--- src/rtl/slp_pkg.sv ---
package slp_pkg;

    localparam int N_DOM  = 4;
    localparam int N_OSC  = 7;
    localparam int N_WAKE = 6;
    localparam int N_MODE = 6;
    localparam int MIDX_W = $clog2(N_MODE);

    typedef enum logic [MIDX_W-1:0] {
        M_IDLE     = 3'd0,
        M_FROZEN   = 3'd1,
        M_STANDBY  = 3'd2,
        M_STOP     = 3'd3,
        M_DEEPSTOP = 3'd4,
        M_STATIC   = 3'd5
    } mode_e;

    typedef enum logic [1:0] {
        S_RUN,
        S_DRAIN,
        S_SLEEP,
        S_RESTORE
    } state_e;

    typedef struct packed {
        logic [N_DOM-1:0]  dom_stop;
        logic [N_OSC-1:0]  osc_stop;
        logic [N_WAKE-1:0] wake_ok;
    } policy_t;

    typedef struct packed {
        state_e state;
        mode_e  mode;
        logic   done;
    } fsm_t;

endpackage

--- src/rtl/slp_policy.sv ---
module slp_policy
    import slp_pkg::*;
(
    input  mode_e   mode,
    output policy_t pol
);
    always_comb begin
        pol = '0;
        case (mode)
            M_IDLE: begin
                pol.dom_stop = 4'b0001;
                pol.wake_ok  = 6'b111111;
            end
            M_FROZEN: begin
                pol.dom_stop = 4'b0011;
                pol.wake_ok  = 6'b011110;
            end
            M_STANDBY: begin
                pol.dom_stop = 4'b1111;
                pol.wake_ok  = 6'b011100;
            end
            M_STOP: begin
                pol.dom_stop = 4'b1111;
                pol.osc_stop = 7'b0001111;
                pol.wake_ok  = 6'b111100;
            end
            M_DEEPSTOP: begin
                pol.dom_stop = 4'b1111;
                pol.osc_stop = 7'b1001111;
                pol.wake_ok  = 6'b111100;
            end
            M_STATIC: begin
                pol.dom_stop = 4'b1111;
                pol.osc_stop = 7'b1111111;
                pol.wake_ok  = 6'b110000;
            end
            default: begin
                pol.dom_stop = 4'b0001;
                pol.wake_ok  = 6'b111111;
            end
        endcase
    end
endmodule

--- src/rtl/slp_fsm.sv ---
module slp_fsm
    import slp_pkg::*;
#(
    parameter int MODE_W = 8
) (
    input  logic              clk,
    input  logic              rst_n,
    input  logic              sleep_req,
    input  logic [MODE_W-1:0] req_mode,
    input  logic              bus_busy,
    input  logic [N_WAKE-1:0] wake_pend,
    input  logic              osc_ready,
    input  policy_t           pol,
    output state_e            state,
    output mode_e             mode,
    output logic              done
);
    fsm_t  r_q, r_d;
    mode_e req_dec;
    logic  wake_hit;

    always_comb begin
        if (req_mode > MODE_W'(N_MODE - 1)) req_dec = M_IDLE;
        else                                req_dec = mode_e'(req_mode[MIDX_W-1:0]);
    end

    assign wake_hit = |(wake_pend & pol.wake_ok);

    always_comb begin
        r_d      = r_q;
        r_d.done = 1'b0;
        case (r_q.state)
            S_RUN: begin
                if (sleep_req) begin
                    r_d.state = S_DRAIN;
                    r_d.mode  = req_dec;
                end
            end
            S_DRAIN: begin
                if (!bus_busy) r_d.state = S_SLEEP;
            end
            S_SLEEP: begin
                if (wake_hit) r_d.state = S_RESTORE;
            end
            S_RESTORE: begin
                if (osc_ready || (pol.osc_stop == '0)) begin
                    r_d.state = S_RUN;
                    r_d.done  = 1'b1;
                end
            end
            default: r_d.state = S_RUN;
        endcase
    end

    always_ff @(posedge clk or negedge rst_n) begin
        if (!rst_n) begin
            r_q <= '{state: S_RUN, mode: M_IDLE, done: 1'b0};
        end else begin
            r_q <= r_d;
        end
    end

    assign state = r_q.state;
    assign mode  = r_q.mode;
    assign done  = r_q.done;

    AST_ENTRY_QUIET: assert property (@(posedge clk) disable iff (!rst_n)
        (r_q.state == S_SLEEP && $past(r_q.state) == S_DRAIN) |-> !$past(bus_busy));

    AST_STAY_ASLEEP: assert property (@(posedge clk) disable iff (!rst_n)
        (r_q.state == S_SLEEP && ((wake_pend & pol.wake_ok) == '0)) |=> (r_q.state == S_SLEEP));

    AST_DONE_PULSE: assert property (@(posedge clk) disable iff (!rst_n)
        r_q.done |=> !r_q.done);

    AST_MODE_HELD: assert property (@(posedge clk) disable iff (!rst_n)
        (r_q.state != S_RUN && $past(r_q.state) != S_RUN) |-> $stable(r_q.mode));
endmodule

--- src/rtl/slp_enables.sv ---
module slp_enables
    import slp_pkg::*;
(
    input  state_e           state,
    input  policy_t          pol,
    input  logic [N_DOM-1:0] clk_mask,
    input  logic             osc32_cfg,
    output logic [N_DOM-1:0] dom_clk_en,
    output logic [N_OSC-1:0] osc_en
);
    logic [N_DOM-1:0] dom_gate;
    logic [N_OSC-1:0] osc_gate;
    logic [N_OSC-1:0] osc_base;

    always_comb begin
        dom_gate = '0;
        osc_gate = '0;
        if (state == S_SLEEP || state == S_RESTORE) dom_gate = pol.dom_stop;
        if (state == S_SLEEP)                       osc_gate = pol.osc_stop;
        osc_base    = '1;
        osc_base[4] = osc32_cfg;
    end

    assign dom_clk_en = clk_mask & ~dom_gate;
    assign osc_en     = osc_base & ~osc_gate;
endmodule

--- src/rtl/sleep_clk_ctrl.sv ---
module sleep_clk_ctrl
    import slp_pkg::*;
#(
    parameter int MODE_W = 8
) (
    input  logic              clk,
    input  logic              rst_n,
    input  logic              sleep_req,
    input  logic [MODE_W-1:0] sleep_mode,
    input  logic              bus_busy,
    input  logic [N_WAKE-1:0] wake_pend,
    input  logic              osc_ready,
    input  logic [N_DOM-1:0]  clk_mask,
    input  logic              osc32_cfg,
    output logic [N_DOM-1:0]  dom_clk_en,
    output logic [N_OSC-1:0]  osc_en,
    output logic              wake_done
);
    state_e  state;
    mode_e   mode;
    policy_t pol;

    slp_policy u_policy (
        .mode (mode),
        .pol  (pol)
    );

    slp_fsm #(.MODE_W(MODE_W)) u_fsm (
        .clk       (clk),
        .rst_n     (rst_n),
        .sleep_req (sleep_req),
        .req_mode  (sleep_mode),
        .bus_busy  (bus_busy),
        .wake_pend (wake_pend),
        .osc_ready (osc_ready),
        .pol       (pol),
        .state     (state),
        .mode      (mode),
        .done      (wake_done)
    );

    slp_enables u_en (
        .state      (state),
        .pol        (pol),
        .clk_mask   (clk_mask),
        .osc32_cfg  (osc32_cfg),
        .dom_clk_en (dom_clk_en),
        .osc_en     (osc_en)
    );

    AST_CPU_GATED: assert property (@(posedge clk) disable iff (!rst_n)
        (state == S_SLEEP) |-> !dom_clk_en[0]);

    AST_OSC_FIRST: assert property (@(posedge clk) disable iff (!rst_n)
        (wake_done && $past(pol.osc_stop) != '0) |-> $past(osc_ready));

    AST_NO_GATE_RUN: assert property (@(posedge clk) disable iff (!rst_n)
        (state == S_RUN || state == S_DRAIN) |-> (dom_clk_en == clk_mask));
endmodule

--- config.mk ---
export PLATFORM = sky130hd
export DESIGN_NAME = sleep_clk_ctrl
export DESIGN_NICKNAME = d
export VERILOG_FILES = /design/src/rtl/slp_pkg.sv /design/src/rtl/slp_policy.sv /design/src/rtl/slp_fsm.sv /design/src/rtl/slp_enables.sv /design/src/rtl/sleep_clk_ctrl.sv
export SDC_FILE = /design/constraint.sdc
export NUM_CORES = 1
export LEC_CHECK = 0
export ABC_AREA = 1
export ABC_CLOCK_PERIOD_IN_PS = 1600
export BUFFER_PORTS_ARGS = -buffer_cell sky130_fd_sc_hd__buf_4
export CAP_MARGIN = 15
export CORE_MARGIN = 2
export CORE_UTILIZATION = 40
export DETAILED_ROUTE_END_ITERATION = 8
export PLACE_DENSITY = 0.73
export SLEW_MARGIN = 20
export SYNTH_ARGS = -nofsm -noshare
export SYNTH_HDL_FRONTEND = slang
export SYNTH_HIERARCHICAL = 1
export SYNTH_SLANG_ARGS = --single-unit
export TNS_END_PERCENT = 1
--- constraint.sdc ---
create_clock -name clk -period 1.6 [get_ports clk]
set_input_delay 0 -clock clk [delete_from_list [all_inputs] [get_ports clk]]
set_output_delay 0 -clock clk [all_outputs]
set_load 0.005 [all_outputs]
* Word-level counts from Yosys, hierarchy flattened *
Index checks and enable logic that the tools add are counted.

operators by class
  reduce and logical (&&, ||, !) cells = 9
  $lt $le $gt $ge = 1
  equal/unequal tests = 12
  mux-type cells = 13
  bitwise gates (word level) = 5

operator list
  cell                                                            number
  one-hot mux 6 bit (4 select lines)                              1
  one-hot mux 7 bit (3 select lines)                              1
  greater-than comparator 8 x 3 -> 1 bit (second input constant)  1
  inequality test 2 bit (second input constant)                   4
  one-hot mux 2 bit (4 select lines)                              1
  one-hot mux 4 bit (2 select lines)                              1
  AND 7 bit                                                       1
  logical NOT 7 bit                                               1
  two-way mux 7 bit                                               1
  inverter 7 bit                                                  1
  AND 6 bit                                                       1
  equality test 3 x 2 -> 1 bit (second input constant)            2
  equality test 3 bit (second input constant)                     2
  two-way mux 2 bit                                               3
  OR reduction 6 bit                                              1
  two-way mux 5 bit                                               1
  AND 4 bit                                                       1
  equality test 2 bit (second input constant)                     2
  two-way mux 4 bit                                               1
  inverter 4 bit                                                  1
  AND reduction 4 bit                                             1
  OR reduction 4 bit                                              1
  equality test 3 x 1 -> 1 bit (second input constant)            1
  two-way mux 3 bit                                               1
  other kinds (6)                                                 8

storage, ports and cells
  word-level logic and storage cells = 43
  output and inout bits = 12
  register bits = 6

* Longest topological paths before layout *
Gate-level depths: netlist of run 1.

  word-level depth = 7
  depth in mapped cells = 12
  depth with buffers taken out = 11

* By module *
Netlist of run 1, hierarchy kept.

by module, submodules not included
  module       times used  area each (µm²)  sequential area each (µm²)  cells an instance
  slp_fsm      1           442.9            150.1                       60
  slp_policy   1           150.1            0.0                         28
  slp_enables  1           83.8             0.0                         16

* Least setup slack after synthesis of run 1 *
No wires, ideal clock.

  kind = reg2reg
  start = reg u_fsm.r_q (netlist bit u_fsm/mode[1])
  end = reg u_fsm.r_q (netlist bit u_fsm/state[1])
  slack = 0.230 ns
  library setup time = 0.117 ns
  arrival = 1.253 ns
  stages on the path, launching flop included = 12
  path through = dfrtp_1 inv_2 nand2_2 nor2_2 inv_1 buf_4 nand2_1 nand2_1 nor2_1 a21oi_2 nand3_1 nand2_1

RTL lines
  item                      line           source
  start: declaration        slp_fsm.sv:18  fsm_t r_q, r_d;
  start signal: assignment  slp_fsm.sv:57  r_q <= '{state: S_RUN, mode: M_IDLE, done: 1'b0};
  start signal: assignment  slp_fsm.sv:59  r_q <= r_d;

==> summary.txt, run 1 <==
SETUP PATH
--------------------------------------------------------------------------------------------------------
Type of the worst setup path ..............................................................      reg2reg
Max stage delay on crit path ..............................................................      0.42 ns
Maximum fanout count along the critical path ..............................................            5
Slowest-stage cell, CP .................................................................... sky130_fd_sc_hd__dfrtp_1
Critical path endpoint category ...........................................................         flop
Crit path launch type .....................................................................         flop
Crit-path most repeated cell .............................................................. sky130_fd_sc_hd__nand2_1
Worst path cell trace ..................................................................... inv_2, nand2_2, nor2_2, inv_1, nand2_1, nand2_1, nor2_1, a21oi_2, nand3_1, nand2_1
WP data arrival ...........................................................................      1.59 ns
Required arrival time at the worst endpoint ...............................................      1.73 ns

CLOCK NETWORK
--------------------------------------------------------------------------------------------------------
Post-CTS resize count .....................................................................            0
Setup fix buffers added after clock tree synthesis ........................................            0
Num CTS Buffers ...........................................................................            3
Hold Buf Count CTS ........................................................................            1
Post-CTS clock slew at the launch and capture registers of the worst setup and hold paths .      0.05 ns
Maximum clock path buffer count ...........................................................            2
Clock tree root driver cell ............................................................... sky130_fd_sc_hd__clkbuf_4
CTS HTree Levels ..........................................................................            1
Clock Sink Count ..........................................................................            6
TritonCTS clock tree ......................................................................        built
Clock latency at the later pin of the worst-skew pair .....................................      0.24 ns

POWER
--------------------------------------------------------------------------------------------------------
Pwr per Cell Area .........................................................................   901 nW/um2
Max IR drop VDD ...........................................................................   0.000748 V
Overall Power .............................................................................     0.857 mW
Leakage Power .............................................................................     0.529 nW

CELLS AND AREA
--------------------------------------------------------------------------------------------------------
Final standard cell area without fillers ..................................................      951 um2
Ant. Diodes ...............................................................................            0
Area growth from synthesis to final layout ................................................        40.5%
Fillers ...................................................................................          151
Net count of the finished layout ..........................................................          169
Layout cell share with drive strength beyond 1 ............................................        0.399

FLOORPLANNING
--------------------------------------------------------------------------------------------------------
Chip Width ................................................................................      45.1 um
Overall die height ........................................................................      45.1 um
Full die area .............................................................................     2040 um2
IO Pins ...................................................................................           36
Placement row count .......................................................................           14
Initial core utilization ..................................................................        0.439
Area of the core ..........................................................................     1540 um2

LOGIC SYNTHESIS
--------------------------------------------------------------------------------------------------------
Synthesis Warnings ........................................................................            6
Sequential fraction of the synthesis area .................................................        0.222
Count of different cell masters after synthesis ...........................................           20
Cell area after technology mapping ........................................................      677 um2
Synthesized instance count ................................................................          104
Number of storage elements in the synthesis netlist .......................................            6
Mean instance size in the synthesized netlist .............................................     6.51 um2

PLACE
--------------------------------------------------------------------------------------------------------
Area after DPL ............................................................................      918 um2
Port Buf Inserts ..........................................................................           35
Weighted congestion at the end of routability-driven global placement .....................        0.770
Detailed Place HPWL .......................................................................      1280 um

GLOBAL ROUTING
--------------------------------------------------------------------------------------------------------
All-Layer GR Usage ........................................................................        0.167
Number of antenna violations at the first check in global routing .........................            0
First-pass GRT wire length ................................................................      2520 um
Pin count of the biggest net entering global routing ......................................            9
Gr ovfl total .............................................................................            0
Vias in the first global route ............................................................          666

TIMING
--------------------------------------------------------------------------------------------------------
Shortest clock period the worst path allows after layout ..................................      1.46 ns
Worst setup skew after layout .............................................................   0.00538 ns
Final setup violation count ...............................................................            0
TNS Setup .................................................................................         0 ns
Max-slew violation count ..................................................................            0
Endpoints failing hold ....................................................................            0
Final Cycle Share .........................................................................        0.910
Maximum clock frequency ...................................................................    0.686 GHz
Unrepaired setup endpoints after global routing ...........................................           no

DETAILED ROUTING
--------------------------------------------------------------------------------------------------------
Detailed Route Iter0 Violations ...........................................................           10
Total wirelength of the detailed-routed design ............................................      1520 um
Wire length per cell ......................................................................      9.84 um
Router iterations before antenna repair ...................................................            4
DRT antenna net count .....................................................................            0
Mean number of vias per cell ..............................................................         4.49
Overall via count from detail_route .......................................................          692
Residual DRC ..............................................................................            0

RUN
--------------------------------------------------------------------------------------------------------
Number of max-capacitance violations reported .............................................            0

OUTCOME
--------------------------------------------------------------------------------------------------------
Outcome ................................................................................... finished clean

HOLD PATH
--------------------------------------------------------------------------------------------------------
Worst min-delay path category .............................................................       in2reg

## synthesized netlist by cell type (all sizes together)
cell | number | area (um2)
o21ai | 4 | 20.0
a21oi | 1 | 8.76
a21boi | 5 | 37.5
buf | 8 | 60.1
nand2 | 39 | 159
and2 | 1 | 6.26
dfrtp | 6 | 150
inv | 16 | 60.1
ha | 5 | 62.6
nor3 | 2 | 15.0
mux2 | 1 | 11.3
nand3 | 7 | 40.0
nor2 | 8 | 42.5
conb | 1 | 3.75
## power breakdown
part / switching [mW] / leakage (nW) / internal (mW)
registers: 0.0276 / 0.0799 / 0.190
clock network: 0.0540 / 0.0138 / 0.0848
logic: 0.270 / 0.435 / 0.230
total: 0.352 / 0.529 / 0.505
## placed cells by master (no fill, tap or decap)
cell type                        n
sky130_fd_sc_hd__buf_4          37
sky130_fd_sc_hd__nand2_1        34
sky130_fd_sc_hd__inv_1          13
sky130_fd_sc_hd__nand3_1         6
sky130_fd_sc_hd__dfrtp_1         6
sky130_fd_sc_hd__a21boi_0        5
sky130_fd_sc_hd__nor2_1          5
sky130_fd_sc_hd__nand2_2         5
sky130_fd_sc_hd__ha_1            5
sky130_fd_sc_hd__o21ai_0         4
sky130_fd_sc_hd__clkbuf_4        3
sky130_fd_sc_hd__inv_2           3
sky130_fd_sc_hd__nor2_2          2
sky130_fd_sc_hd__conb_1          2
sky130_fd_sc_hd__dlygate4sd3_1   1
sky130_fd_sc_hd__nor2_4          1
sky130_fd_sc_hd__and2_1          1
sky130_fd_sc_hd__nor3_2          1
sky130_fd_sc_hd__nor3_1          1
sky130_fd_sc_hd__a21oi_2         1
sky130_fd_sc_hd__nand3_2         1
sky130_fd_sc_hd__mux2_2          1
## critical path, delay by kind of cell, from the launching register on
kind,cells,cell delay (ns)
simple gates,7,0.66
flops,1,0.42
compound gates,1,0.09
buf+inv,2,0.18
## routing by layer
layer	up-vias	track usage	share of wire
li1	380	-	-
met1	285	0.199	0.44
met2	27	0.297	0.49
met3	0	0.0240	0.077
met4	0	0.0706	0
met5	-	0	0
## cells by family after synthesis
family / count (synthesis) / synth area share
AOI/OAI and AO/OA: 10 / 0.0980
adders and majority gates: 5 / 0.0924
buffers and inverters: 24 / 0.177
DFF: 6 / 0.222
muxes: 1 / 0.0166
other: 1 / 0.00554
and+or+nand+nor: 57 / 0.388
## through the flow
step / std cells / hold slack (ns) / worst slack, ns / utilization
finish: 154 / 0.0447 / 0.143 / 0.617
global route: 154 / 0.0615 / 0.00664 / 0.617
CTS: 154 / 0.0346 / 0.133 / 0.617
detailed placement: 150 / -0.188 / 0.137 / 0.596
global placement: 150 / -0.189 / 0.167 / 0.596
floorplan: 105 / -0.296 / 0.230 / -
## worst paths after layout
check	from	to	slack [ns]	cells past startpoint
worst max-delay path	u_fsm/mode[1]	u_fsm/state[1]	0.14	10
worst min register to register	u_fsm/mode[2]	u_fsm/mode[2]	0.55	2
worst min-delay path	sleep_mode[2]	u_fsm/mode[2]	0.04	3
min in group asynchronous	rst_n	u_fsm/state[1]	0.10	2
worst max register to register	u_fsm/mode[1]	u_fsm/state[1]	0.14	10
max in group asynchronous	rst_n	u_fsm/mode[0]	1.38	2
## sequential cells by signal, summed over array words and instances (netlist names)
register	flops
u_fsm/done	1
u_fsm/state	2
u_fsm/mode	3
## final cells by class
cell class | instances | area, um2 | share of cell area
Multi-Input combinational cell | 75 | 410 | 0.432
Inverter | 16 | 60.1 | 0.0632
Clock buffer | 3 | 22.5 | 0.0237
Sequential cell | 6 | 150 | 0.158
Timing Repair Buffer | 38 | 288 | 0.303
Tap cell | 16 | 20.0 | 0.0211
(Power assumes the default switching activity.)
==> inputs of run 2 (changes only) <==
Settings changed: CAP_MARGIN 15 to 20, CORE_UTILIZATION 40 to 43, PLACE_DENSITY 0.73 to 0.77, SLEW_MARGIN 20 to unset.
==> run 2 against run 1 <==
Total power is 1.1% lower; highest routed layer unchanged; largest cell class unchanged; register-to-register slack hardly changed; via count is 0.43% higher; first-iteration DRC count is 10% higher.
==> summary.txt, run 2 (synthesis results as in run 1) <==
DETAILED ROUTING
--------------------------------------------------------------------------------------------------------
Residual DRC ..............................................................................            0   unchanged
DRT antenna net count .....................................................................            0   unchanged
Total wirelength of the detailed-routed design ............................................      1480 um   was 1520 um
Router iterations before antenna repair ...................................................            4   unchanged
Mean number of vias per cell ..............................................................         4.51   was 4.49
Overall via count from detail_route .......................................................          695   was 692
Detailed Route Iter0 Violations ...........................................................           11   was 10
Wire length per cell ......................................................................      9.59 um   was 9.84 um

CLOCK NETWORK
--------------------------------------------------------------------------------------------------------
Maximum clock path buffer count ...........................................................            2   unchanged
Clock Sink Count ..........................................................................            6   unchanged
Clock tree root driver cell ............................................................... sky130_fd_sc_hd__clkbuf_4   unchanged
CTS HTree Levels ..........................................................................            1   unchanged
Post-CTS clock slew at the launch and capture registers of the worst setup and hold paths .      0.05 ns   about the same
TritonCTS clock tree ......................................................................        built   unchanged
Num CTS Buffers ...........................................................................            3   unchanged
Clock latency at the later pin of the worst-skew pair .....................................      0.23 ns   was 0.24 ns
Setup fix buffers added after clock tree synthesis ........................................            0   unchanged

HOLD PATH
--------------------------------------------------------------------------------------------------------
Worst min-delay path category .............................................................       in2reg   unchanged

POWER
--------------------------------------------------------------------------------------------------------
Overall Power .............................................................................     0.848 mW   was 0.857 mW
Leakage Power .............................................................................     0.529 nW   unchanged
Pwr per Cell Area .........................................................................   891 nW/um2   was 901 nW/um2
Max IR drop VDD ...........................................................................   0.000628 V   was 0.000748 V

TIMING
--------------------------------------------------------------------------------------------------------
Final setup violation count ...............................................................            0   unchanged
Minimum setup slack in the final design ...................................................     0.157 ns   was 0.143 ns
TNS Setup .................................................................................         0 ns   unchanged
Endpoints failing hold ....................................................................            0   unchanged
Max-slew violation count ..................................................................            0   unchanged
Unrepaired setup endpoints after global routing ...........................................           no   unchanged
Shortest clock period the worst path allows after layout ..................................      1.44 ns   was 1.46 ns
Final Cycle Share .........................................................................        0.902   was 0.910
Worst hold slack after final layout .......................................................    0.0448 ns   was 0.0447 ns
Worst setup skew after layout .............................................................   0.00176 ns   was 0.00538 ns
Maximum clock frequency ...................................................................    0.693 GHz   was 0.686 GHz

PLACE
--------------------------------------------------------------------------------------------------------
Weighted congestion at the end of routability-driven global placement .....................        0.748   was 0.770
Total instance count after detailed placement .............................................          150   unchanged
Port Buf Inserts ..........................................................................           35   unchanged
Detailed Place HPWL .......................................................................      1280 um   about the same
Place WS ..................................................................................     0.161 ns   was 0.137 ns

SETUP PATH
--------------------------------------------------------------------------------------------------------
Max stage delay on crit path ..............................................................      0.42 ns   about the same
WP data arrival ...........................................................................      1.57 ns   was 1.59 ns
Type of the worst setup path ..............................................................      reg2reg   unchanged
Critical path endpoint category ...........................................................         flop   unchanged
Worst path cell trace ..................................................................... inv_2, nand2_2, nor2_2, inv_1, nand2_1, nand2_1, nor2_1, a21oi_2, nand3_1, nand2_1   unchanged
Required arrival time at the worst endpoint ...............................................      1.72 ns   was 1.73 ns
Reg2Reg Setup Slack .......................................................................      0.16 ns   was 0.14 ns
Slowest-stage cell, CP .................................................................... sky130_fd_sc_hd__dfrtp_1   unchanged
Crit path launch type .....................................................................         flop   unchanged
Crit-path most repeated cell .............................................................. sky130_fd_sc_hd__nand2_1   unchanged
Maximum fanout count along the critical path ..............................................            5   unchanged

CELLS AND AREA
--------------------------------------------------------------------------------------------------------
Area growth from synthesis to final layout ................................................        40.5%   unchanged
Top library cells by usage in the layout, fill and taps aside ............................. sky130_fd_sc_hd__buf_4 (37), sky130_fd_sc_hd__nand2_1 (34), sky130_fd_sc_hd__inv_1 (13)   unchanged
Filler-free cell count of the finished design .............................................          154   unchanged
Ant. Diodes ...............................................................................            0   unchanged
Layout cell share with drive strength beyond 1 ............................................        0.399   unchanged
Net count of the finished layout ..........................................................          169   unchanged
Most common library cell in the layout ignoring fill and taps ............................. sky130_fd_sc_hd__buf_4   unchanged
Flip-flop count of the largest register after layout ......................................            3   unchanged

FLOORPLANNING
--------------------------------------------------------------------------------------------------------
IO Pins ...................................................................................           36   unchanged
Placement row count .......................................................................           14   unchanged
Area of the core ..........................................................................     1490 um2   was 1540 um2
Initial core utilization ..................................................................        0.455   was 0.439
Overall die height ........................................................................      43.7 um   was 45.1 um
Full die area .............................................................................     1910 um2   was 2040 um2
Chip Width ................................................................................      43.7 um   was 45.1 um

GLOBAL ROUTING
--------------------------------------------------------------------------------------------------------
Vias in the first global route ............................................................          651   was 666
All-Layer GR Usage ........................................................................        0.170   was 0.167
Gr ovfl total .............................................................................            0   unchanged
Number of antenna violations at the first check in global routing .........................            0   unchanged
First-pass GRT wire length ................................................................      2530 um   was 2520 um
Pin count of the biggest net entering global routing ......................................            9   unchanged

RUN
--------------------------------------------------------------------------------------------------------
Number of max-capacitance violations reported .............................................            0   unchanged

OUTCOME
--------------------------------------------------------------------------------------------------------
Outcome ................................................................................... finished clean   unchanged

-- run 2: where the power goes --
part           leakage (nW)  internal [mW]  total [mW]  switching (mW)
combinational         0.435          0.230       0.494           0.263
sequential           0.0799          0.190       0.219          0.0283
clock                0.0138         0.0846       0.135          0.0507
total                 0.529          0.505       0.848           0.342
-- run 2: what timing repair did --
action | 4_1_cts | 5_1_grt
resized for setup | 0 | 0
endpoints found under the hold margin | 6 | 0
hold buffers | 1 | 0
-- run 2: worst max-delay path, delay by kind of cell, from the launching register on --
kind | cells | cell delay (ns)
AO/OA/AOI/OAI | 1 | 0.09
flip-flops | 1 | 0.42
AND/OR/NAND/NOR | 7 | 0.64
buffers and inverters | 2 | 0.18
-- run 2: layout make-up --
class / count / area (um2)
Multi-Input combinational cell: 75 / 410
Tap cell: 16 / 20.0
Sequential cell: 6 / 150
Inverter: 16 / 60.1
Fill cell: 153 / 538
Clock buffer: 3 / 22.5
Timing Repair Buffer: 38 / 288
-- run 2: path summary, 6_finish.rpt --
check | from | endpoint | cells past startpoint
max reg2reg | u_fsm/mode[1] | u_fsm/state[0] | 10
min reg2reg | u_fsm/mode[2] | u_fsm/mode[2] | 2
max in group asynchronous | rst_n | u_fsm/mode[1] | 2
min | sleep_mode[0] | u_fsm/mode[0] | 3
min in group asynchronous | rst_n | u_fsm/state[0] | 2
max | u_fsm/mode[1] | u_fsm/state[0] | 10
-- run 2: per-stage QoR --
step / util / area, um2
final: 0.639 / 951
after global routing: 0.639 / 951
after CTS: 0.639 / 951
after detailed placement: 0.617 / 918
after global placement: 0.617 / 918
after floorplan: - / 681
-- run 2: per-layer routing --
layer  vias to the layer above  routed length [um]  GRT usage
met1                       293                 613      0.198
met2                        26                 746      0.329
li1                        376                   -          -
met4                         0                   0     0.0182
met3                         0                 117     0.0292
met5                         -                   0          0
==> inputs of run 3 (changes only) <==
Settings changed: CORE_UTILIZATION 43 to 46, CTS_BUF_LIST set to sky130_fd_sc_hd__clkbuf_4 sky130_fd_sc_hd__clkbuf_8, PLACE_DENSITY 0.77 to 0.82.
==> run 3 against run 2 <==
Sequential power rose by 8%; hold slack better by 0.020 ns; clock power grew 3%; non-clock buffer count is 1 lower; wire length rose by 18%; clock-buffer cell count unchanged; final cell count down 1.3%; worst setup slack got worse by 0.043 ns; design area fell by 0.66%; fmax down 2.9%.
==> summary.txt, run 3 (synthesis results as in run 1) <==
OUTCOME
--------------------------------------------------------------------------------------------------------
Outcome ................................................................................... finished clean   unchanged

SETUP PATH
--------------------------------------------------------------------------------------------------------
Worst R2R Start ........................................................................... u_fsm/state[0]   was u_fsm/mode[1]
Worst-case reg-to-reg path depth ..........................................................            8   was 10
Required arrival time at the worst endpoint ...............................................      1.73 ns   was 1.72 ns
Launch point of the worst path ............................................................ u_fsm/state[0]   was u_fsm/mode[1]
Slowest-stage cell, CP .................................................................... sky130_fd_sc_hd__dfrtp_1   unchanged
WP data arrival ...........................................................................      1.62 ns   was 1.57 ns
Worst r2r dst ............................................................................. u_fsm/state[1]   was u_fsm/state[0]
Crit-path most repeated cell .............................................................. sky130_fd_sc_hd__nand2_1   unchanged
Worst path cell trace ..................................................................... inv_1, ha_1, nand2_1, nor2_1, a21oi_2, nand2_2, nand2_1, nand2_1   was inv_2, nand2_2, nor2_2, inv_1, nand2_1, nand2_1, nor2_1, a21oi_2, nand3_1, nand2_1
Type of the worst setup path ..............................................................      reg2reg   unchanged
Critical path endpoint category ...........................................................         flop   unchanged
Maximum fanout count along the critical path ..............................................            6   was 5
Crit path launch type .....................................................................         flop   unchanged
Max stage delay on crit path ..............................................................      0.49 ns   was 0.42 ns
Reg2Reg Setup Slack .......................................................................      0.11 ns   was 0.16 ns

TIMING
--------------------------------------------------------------------------------------------------------
Final setup violation count ...............................................................            0   unchanged
Max-slew violation count ..................................................................            0   unchanged
TNS Setup .................................................................................         0 ns   unchanged
Worst setup skew after layout .............................................................   0.00392 ns   was 0.00176 ns
Shortest clock period the worst path allows after layout ..................................      1.49 ns   was 1.44 ns
Worst hold slack after final layout .......................................................    0.0649 ns   was 0.0448 ns
Unrepaired setup endpoints after global routing ...........................................           no   unchanged
Maximum clock frequency ...................................................................    0.673 GHz   was 0.693 GHz
Final Cycle Share .........................................................................        0.929   was 0.902
Endpoints failing hold ....................................................................            0   unchanged

HOLD PATH
--------------------------------------------------------------------------------------------------------
Worst Hold End ............................................................................ u_fsm/mode[1]   was u_fsm/mode[0]
Hold Crit Depth ...........................................................................            3   unchanged
Worst min-delay path category .............................................................       in2reg   unchanged
Beginning of the worst hold path .......................................................... sleep_mode[1]   was sleep_mode[0]

DETAILED ROUTING
--------------------------------------------------------------------------------------------------------
Wire length per cell ......................................................................      11.4 um   was 9.59 um
DRT antenna net count .....................................................................            0   unchanged
Detailed Route Iter0 Violations ...........................................................           16   was 11
Mean number of vias per cell ..............................................................         4.93   was 4.51
Router iterations before antenna repair ...................................................            4   unchanged
Total wirelength of the detailed-routed design ............................................      1740 um   was 1480 um
Residual DRC ..............................................................................            0   unchanged
Overall via count from detail_route .......................................................          749   was 695

CLOCK NETWORK
--------------------------------------------------------------------------------------------------------
Num CTS Buffers ...........................................................................            3   unchanged
Clock tree root driver cell ............................................................... sky130_fd_sc_hd__clkbuf_4   unchanged
TritonCTS clock tree ......................................................................        built   unchanged
Clock latency at the later pin of the worst-skew pair .....................................      0.24 ns   was 0.23 ns
Post-CTS clock slew at the launch and capture registers of the worst setup and hold paths .      0.05 ns   about the same
CTS HTree Levels ..........................................................................            1   unchanged
Clock Sink Count ..........................................................................            6   unchanged
Maximum clock path buffer count ...........................................................            2   unchanged

CELLS AND AREA
--------------------------------------------------------------------------------------------------------
Flip-flop count of the largest register after layout ......................................            3   unchanged
Final standard cell area without fillers ..................................................      945 um2   was 951 um2
Most common library cell in the layout ignoring fill and taps ............................. sky130_fd_sc_hd__buf_4   unchanged
Area growth from synthesis to final layout ................................................        39.6%   was 40.5%
Ant. Diodes ...............................................................................            0   unchanged
Net count of the finished layout ..........................................................          168   was 169
Top library cells by usage in the layout, fill and taps aside ............................. sky130_fd_sc_hd__buf_4 (36), sky130_fd_sc_hd__nand2_1 (33), sky130_fd_sc_hd__inv_1 (13)   was sky130_fd_sc_hd__buf_4 (37), sky130_fd_sc_hd__nand2_1 (34), sky130_fd_sc_hd__inv_1 (13)
Fraction of the core area covered by cells at the end of the flow .........................        0.708   was 0.639
Layout cell share with drive strength beyond 1 ............................................        0.401   was 0.399

POWER
--------------------------------------------------------------------------------------------------------
Pwr per Cell Area .........................................................................   924 nW/um2   was 891 nW/um2
Overall Power .............................................................................     0.873 mW   was 0.848 mW
Leakage Power .............................................................................     0.524 nW   was 0.529 nW
Max IR drop VDD ...........................................................................   0.000603 V   was 0.000628 V

GLOBAL ROUTING
--------------------------------------------------------------------------------------------------------
Gr ovfl total .............................................................................            0   unchanged
Number of antenna violations at the first check in global routing .........................            0   unchanged
First-pass GRT wire length ................................................................      2760 um   was 2530 um
Vias in the first global route ............................................................          720   was 651
All-Layer GR Usage ........................................................................        0.204   was 0.170
Pin count of the biggest net entering global routing ......................................            9   unchanged

FLOORPLANNING
--------------------------------------------------------------------------------------------------------
Full die area .............................................................................     1790 um2   was 1910 um2
Initial core utilization ..................................................................        0.508   was 0.455
Area of the core ..........................................................................     1330 um2   was 1490 um2
Placement row count .......................................................................           13   was 14
IO Pins ...................................................................................           36   unchanged
Overall die height ........................................................................      42.4 um   was 43.7 um
Chip Width ................................................................................      42.4 um   was 43.7 um

PLACE
--------------------------------------------------------------------------------------------------------
Detailed Place HPWL .......................................................................      1400 um   was 1280 um
Area after DPL ............................................................................      910 um2   was 918 um2
Port Buf Inserts ..........................................................................           35   unchanged
Weighted congestion at the end of routability-driven global placement .....................        0.755   was 0.748

RUN
--------------------------------------------------------------------------------------------------------
Number of max-capacitance violations reported .............................................            0   unchanged

## run 3: changes by cell type in the layout (fill, tap and decap cells not counted)
| cell | previous run | this run |
|---|---|---|
| sky130_fd_sc_hd__buf_4 | 37 | 36 |
| sky130_fd_sc_hd__nand2_1 | 34 | 33 |
| sky130_fd_sc_hd__nand2_2 | 5 | 6 |
## run 3: how the worst max path moves through the flow
stage                          end  slack [ns]
finish              u_fsm/state[1]        0.11
floorplan           u_fsm/state[1]        0.23
global route        u_fsm/state[1]       0.005
detailed placement  u_fsm/state[1]        0.15
CTS                 u_fsm/state[1]        0.11
global placement    u_fsm/state[1]        0.21
## run 3: power by group
group / internal [mW] / switching [mW] / total, mW
registers: 0.190 / 0.0454 / 0.236
logic: 0.223 / 0.274 / 0.497
clock network: 0.0849 / 0.0546 / 0.139
total: 0.498 / 0.374 / 0.873
## run 3: per-layer routing
| layer | global-route usage | wire (um) |
|---|---|---|
| met4 | 0.125 | 48 |
| met1 | 0.189 | 626 |
| met5 | 0 | 0 |
| met2 | 0.406 | 919 |
| met3 | 0.0259 | 142 |
## run 3: area by class of cell
cell class              count  area, um2
repair buffers             37        280
fillers                   120        389
flip-flops and latches      6        150
inverters                  16       60.1
clock buffers               3       22.5
well taps                  15       18.8
multi-input cells          75        413
## run 3: per-stage QoR
stage / std cells / worst slack, ns
floorplan: 105 / 0.230
global placement: 148 / 0.210
detailed placement: 148 / 0.147
CTS: 152 / 0.113
global route: 152 / 0.00480
finish: 152 / 0.114
## run 3: repair_timing
item	in CTS	in global routing
endpoints found under the hold margin	6	0
gates resized for setup	0	1
setup buffers	0	0
hold buffers	1	0
setup endpoints to repair	0	2
## run 3: worst max-delay path, delay by kind of cell (launching register included)
family,cells,cell delay (ns)
adder cells (fa/ha/maj),1,0.25
flip-flops,1,0.49
AND/OR/NAND/NOR,5,0.31
buffers and inverters,1,0.13
AO/OA/AOI/OAI,1,0.20
